### config.mk
export PLATFORM = sky130hd
export DESIGN_NAME = uart_irq_ident
export DESIGN_NICKNAME = d
export VERILOG_FILES = /design/src/rtl/uart_iid_pkg.sv /design/src/rtl/uart_tx_handoff.sv /design/src/rtl/uart_iid_flags.sv /design/src/rtl/uart_iid_encode.sv /design/src/rtl/uart_irq_ident.sv
export SDC_FILE = /design/constraint.sdc
export NUM_CORES = 1
export LEC_CHECK = 0
export BUFFER_PORTS_ARGS = -buffer_cell sky130_fd_sc_hd__buf_2
export CORE_AREA = 2 2 39 41
export DETAILED_ROUTE_END_ITERATION = 10
export DIE_AREA = 0 0 41 43
export SLEW_MARGIN = 0
export SYNTH_ARGS = -nofsm -noshare
export SYNTH_HDL_FRONTEND = slang
export SYNTH_SLANG_ARGS = --single-unit
export TNS_END_PERCENT = 5
### constraint.sdc
create_clock -name clk -period 1.31 [get_ports clk]
set_clock_uncertainty 0.05 [all_clocks]
set_input_delay 0.1965 -clock clk [delete_from_list [all_inputs] [get_ports clk]]
set_output_delay 0.1965 -clock clk [all_outputs]
set_load 0.005 [all_outputs]
### src/rtl/uart_iid_pkg.sv
// Shared constants for the interrupt identification block.
// Source index order is priority order: index 0 wins.
package uart_iid_pkg;
    localparam int ID_W   = 8;
    localparam int MASK_W = 4;
    localparam int NSRC   = 3;

    localparam logic [ID_W-1:0] ID_NONE = 8'h01;
    localparam logic [ID_W-1:0] ID_RX   = 8'h04;
    localparam logic [ID_W-1:0] ID_TX   = 8'h02;
    localparam logic [ID_W-1:0] ID_STS  = 8'h06;

    typedef enum logic [1:0] {
        SRC_RX  = 2'd0,
        SRC_TX  = 2'd1,
        SRC_STS = 2'd2
    } src_e;

    // Code reported for a source index.
    function automatic logic [ID_W-1:0] src_code(input int idx);
        case (idx)
            0:       return ID_RX;
            1:       return ID_TX;
            2:       return ID_STS;
            default: return ID_NONE;
        endcase
    endfunction
endpackage

### src/rtl/uart_tx_handoff.sv
// Transmit hand-off timer.
// A data write marks the holding register busy for HANDOFF_LAT cycles.
// Assumes HANDOFF_LAT >= 1. A write while busy restarts the count.
module uart_tx_handoff #(
    parameter int HANDOFF_LAT = 3
) (
    input  logic clk,
    input  logic rst_n,
    input  logic wr_data,
    output logic holding_empty,
    output logic done
);
    localparam int CNT_W = $clog2(HANDOFF_LAT + 1);

    logic             busy;
    logic [CNT_W-1:0] cnt;

    // The count ends on the last busy cycle unless a new write restarts it.
    assign done          = busy && (cnt == CNT_W'(1)) && !wr_data;
    assign holding_empty = !busy;

    // Load on write, count down while busy, release at the end.
    always_ff @(posedge clk) begin
        if (!rst_n) begin
            busy <= 1'b0;
            cnt  <= '0;
        end else if (wr_data) begin
            busy <= 1'b1;
            cnt  <= CNT_W'(HANDOFF_LAT);
        end else if (busy) begin
            cnt  <= cnt - CNT_W'(1);
            if (cnt == CNT_W'(1)) busy <= 1'b0;
        end
    end
endmodule

### src/rtl/uart_iid_flags.sv
// Hidden interrupt flags: transmit-pending and status-changed.
// Assumes every access input is a one-cycle pulse. cur_iid is the ID shown
// in the current cycle; a read uses it to decide whether to clear tx_pend.
module uart_iid_flags
    import uart_iid_pkg::*;
(
    input  logic            clk,
    input  logic            rst_n,
    input  logic            wr_data,
    input  logic            wr_enable,
    input  logic            rd_iid,
    input  logic            status_evt,
    input  logic            holding_empty,
    input  logic            handoff_done,
    input  logic [ID_W-1:0] cur_iid,
    output logic            tx_pend,
    output logic            sts_pend
);
    // Transmit-pending: write clears, end of hand-off or enable write arms,
    // and a read that reports it clears it.
    always_ff @(posedge clk) begin
        if (!rst_n)
            tx_pend <= 1'b0;
        else if (wr_data)
            tx_pend <= 1'b0;
        else if (handoff_done)
            tx_pend <= 1'b1;
        else if (wr_enable && holding_empty)
            tx_pend <= 1'b1;
        else if (rd_iid && (cur_iid[2:0] == ID_TX[2:0]))
            tx_pend <= 1'b0;
    end

    // Status-changed: a new event wins over a read in the same cycle.
    always_ff @(posedge clk) begin
        if (!rst_n)
            sts_pend <= 1'b0;
        else if (status_evt)
            sts_pend <= 1'b1;
        else if (rd_iid)
            sts_pend <= 1'b0;
    end
endmodule

### src/rtl/uart_iid_encode.sv
// Priority encoder from gated requests to the ID code and the IRQ level.
// Assumes request index 0 has the highest priority.
module uart_iid_encode
    import uart_iid_pkg::*;
(
    input  logic [NSRC-1:0] req,
    input  logic [NSRC-1:0] en,
    output logic [ID_W-1:0] iid,
    output logic            irq
);
    logic [NSRC-1:0] live;

    assign live = req & en;

    // Walk from lowest to highest priority so the highest live source wins.
    always_comb begin
        iid = ID_NONE;
        for (int i = NSRC - 1; i >= 0; i--) begin
            if (live[i]) iid = src_code(i);
        end
    end

    // Request line: any gated source is live.
    assign irq = |live;
endmodule

### src/rtl/uart_irq_ident.sv
// Top of the interrupt identification block.
// Joins the hand-off timer, the hidden flags and the priority encoder.
// Assumes the access inputs are one-cycle pulses, synchronous to clk.
module uart_irq_ident
    import uart_iid_pkg::*;
#(
    parameter int HANDOFF_LAT = 3
) (
    input  logic              clk,
    input  logic              rst_n,
    input  logic              data_ready,
    input  logic [MASK_W-1:0] en_mask,
    input  logic              wr_data,
    input  logic              wr_enable,
    input  logic              rd_iid,
    input  logic              status_evt,
    output logic [ID_W-1:0]   iid,
    output logic              irq,
    output logic              holding_empty
);
    logic            handoff_done;
    logic            tx_pend;
    logic            sts_pend;
    logic [NSRC-1:0] req;
    logic            unused_mask_hi;

    assign unused_mask_hi = ^en_mask[MASK_W-1:NSRC];

    uart_tx_handoff #(.HANDOFF_LAT(HANDOFF_LAT)) u_handoff (
        .clk           (clk),
        .rst_n         (rst_n),
        .wr_data       (wr_data),
        .holding_empty (holding_empty),
        .done          (handoff_done)
    );

    uart_iid_flags u_flags (
        .clk           (clk),
        .rst_n         (rst_n),
        .wr_data       (wr_data),
        .wr_enable     (wr_enable),
        .rd_iid        (rd_iid),
        .status_evt    (status_evt),
        .holding_empty (holding_empty),
        .handoff_done  (handoff_done),
        .cur_iid       (iid),
        .tx_pend       (tx_pend),
        .sts_pend      (sts_pend)
    );

    // Requests in priority order.
    always_comb begin
        req          = '0;
        req[SRC_RX]  = data_ready;
        req[SRC_TX]  = tx_pend;
        req[SRC_STS] = sts_pend;
    end

    uart_iid_encode u_enc (
        .req (req),
        .en  (en_mask[NSRC-1:0]),
        .iid (iid),
        .irq (irq)
    );
endmodule

==> metrics.yaml <==
detailed_routing:
  first_pass_iters: 2
  antenna_left: 0
  num_vias: 276
  drcViolationCount: 0
  drtIter0Drc: 1
  wl_um: 539
  vias_per_cell: 4.000
  avgRoutedWirePerCell_um: 7.812
cells_and_area:
  n_antenna_cell: 0
  drive_above_1_share_pct: 37.74
  ff_latch_area_um2: 100.1
  fillers: 160
  final_core_util_pct: 28.39
  area_growth_pct: 33.62
  final_nets: 66
  multi_input_area_um2: 161.4
grt:
  grt_max_degree: 7
  gr-total-overflow: 0
  grt_util_all_layers_pct: 7.452
  grt_pass1_wl_um: 841
  grt_pass1_vias: 253
  grt_antenna_before_repair: 0
min_path:
  hold_depth: 2
  holdPathEnd: "u_flags.sts_pend"
  worstHoldStart: "status_evt"
  hold_path_class: "primary input to flop"
sta:
  post-route-period-util_pct: 93.09
  worst_hold_slack_ns: 0.1138
  finalSetupViolations: 0
  rsz0062_at_grt: "no"
  worst_slack_ns: 0.09052
  period_needed_ns: 1.219
  hold_viol_final: 0
  max_freq_mhz: 820.0
  slew_viol_final: 0
  tns_ns: 0
floorplan:
  num_rows: 14
  dieArea_um2: 1763
  coreArea_um2: 1384
  die_w_um: 41
  ios: 21
  initial_core_util_pct: 21.25
  dieHeight_um: 43
clock_tree:
  cts_root_buf: "clkbuf_4"
  cts_buffer_depth: 2
  cts_tree: "done"
  cts_max_level: 1
  numCtsBuffers: 3
  post-cts-setup-buffers: 0
  cts.sinks: 5
  clk_latency_ns: 0.24
  clk_pin_slew_ns: 0.05
status:
  outcome: "complete, no violations"
worst_setup_path:
  ff2ff_path_depth: 5
  path_delay_family: "flip-flops"
  cp_max_fo: 3
  cp_cell_sequence: "a22oi_2, nand2_1, inv_1, buf_2"
  r2r_end: "u_handoff.cnt[1]"
  cp-start-kind: "flop"
  cp.arrival_ns: 0.97
  path_class: "flop to output port"
  slowest_stage: "dfxtp_1"
  cp_slowest_stage_delay_ns: 0.32
  worstPathRequired_ns: 1.06
  r2r_start: "u_handoff.cnt[1]"
  crit_buf_inv: 2
  reg2reg_slack_ns: 0.24
  cp-end-kind: "output port"
logic_synthesis:
  yosys-top-cells-area: "dfxtp_1 34%, buf_4 13%, o21a_1 10%"
  seq_area_frac_synth_pct: 34.04
  synth_cell_types: 18
  synth_seq_cells: 5
  synth_edf_count: 0
  synth_top_area_cell: "dfxtp_1"
  ys_warn_count: 0
  synth-main-ff-cell: "dfxtp_1"
  netlist_instances: 36
  syn_area_um2: 294.0
  synthArstFlopShare_pct: 0
  synth_top_area_share_pct: 34.04
  ys_top_cells_by_count: "5 x buf_4, 5 x dfxtp_1, 5 x nand2_1, 4 x inv_1, 4 x o21a_1"
  syn_area_per_cell_um2: 8.168
placement:
  gp_congestion: 0.6384
  pre_cts_ws_ns: 0.2436
  dp_hpwl_um: 446.8
  io_buffers: 14
pwr:
  total_power_w: 0.0004313
  p_leak_nw: 0.2020
  peakVddDrop_v: 0.0005585
  powerDensity_nw_per_um2: 1098
flow_run:
  max_cap_violations: 0
## power breakdown
part / internal (W) / switching, W
Clock: 0.000115 / 0.0000630
Combinational: 0.0000418 / 0.0000373
Sequential: 0.000165 / 0.00000908
Total: 0.000322 / 0.000109
## cell type report
type / count / area share [%]
clock buffers: 4 / 6.688
inverters: 4 / 3.822
multi-input cells: 26 / 41.08
flip-flops and latches: 5 / 25.48
well taps: 16 / 5.096
repair buffers: 14 / 17.83
## per-stage QoR
step | std cells | cell area, um2
floorplan | 40 | 309.0
global placement | 65 | 361.6
detailed placement | 65 | 361.6
CTS | 69 | 387.9
global route | 69 | 392.9
finish | 69 | 392.9
## cell families after synthesis
group | after synthesis | synth area share, %
AO/OA/AOI/OAI | 10 | 24.68
buffers and inverters | 9 | 17.87
AND/OR/NAND/NOR | 9 | 14.90
flip-flops | 5 | 34.04
XOR/XNOR | 1 | 2.979
adder cells (fa/ha/maj) | 1 | 4.255
other | 1 | 1.275
## sequential cells by signal, indices dropped and copies added, names as in the netlist
name	flops
u_flags.tx_pend	1
u_handoff.busy	1
u_flags.sts_pend	1
u_handoff.cnt	2
## worst max-delay path by stage
stage                           from  slack [ns]  cells past startpoint                to
floorplan           u_handoff.cnt[1]        0.30                      5  u_handoff.cnt[1]
global placement    u_handoff.cnt[0]        0.27                      4  u_handoff.cnt[1]
detailed placement  u_handoff.cnt[1]        0.24                      5  u_handoff.cnt[1]
CTS                  u_flags.tx_pend        0.04                      4            iid[0]
global route         u_flags.tx_pend       0.007                      4            iid[0]
finish               u_flags.tx_pend        0.09                      4            iid[0]
## per-layer routing
layer / wire [um] / up-vias / part of all wire (%) / global-route usage (%)
met5: 0 / - / 0 / 0
met4: 0 / 0 / 0 / 4.000
li1: - / 140 / - / -
met3: 72 / 0 / 13 / 6.283
met1: 217 / 119 / 40 / 6.818
met2: 250 / 17 / 46 / 10.94
## timing repair
action | CTS | global route
hold endpoints to repair | 0 | 0
endpoints found under the setup margin | 0 | 2
hold buffers | 0 | 0
resized for setup | 0 | 1
## placed cells by master (no fill, tap or decap)
cell	n
buf_2	14
nand2_1	5
conb_1	5
dfxtp_1	5
inv_1	4
o21a_1	4
clkbuf_4	3
a22oi_2	1
a21oi_1	1
nand3_1	1
xor2_1	1
and2b_1	1
o21bai_1	1
a31o_2	1
nand2b_1	1
a21oi_2	1
o21ai_0	1
nor2b_1	1
ha_1	1
clkbuf_1	1
Power figures use the tool's default switching activity.
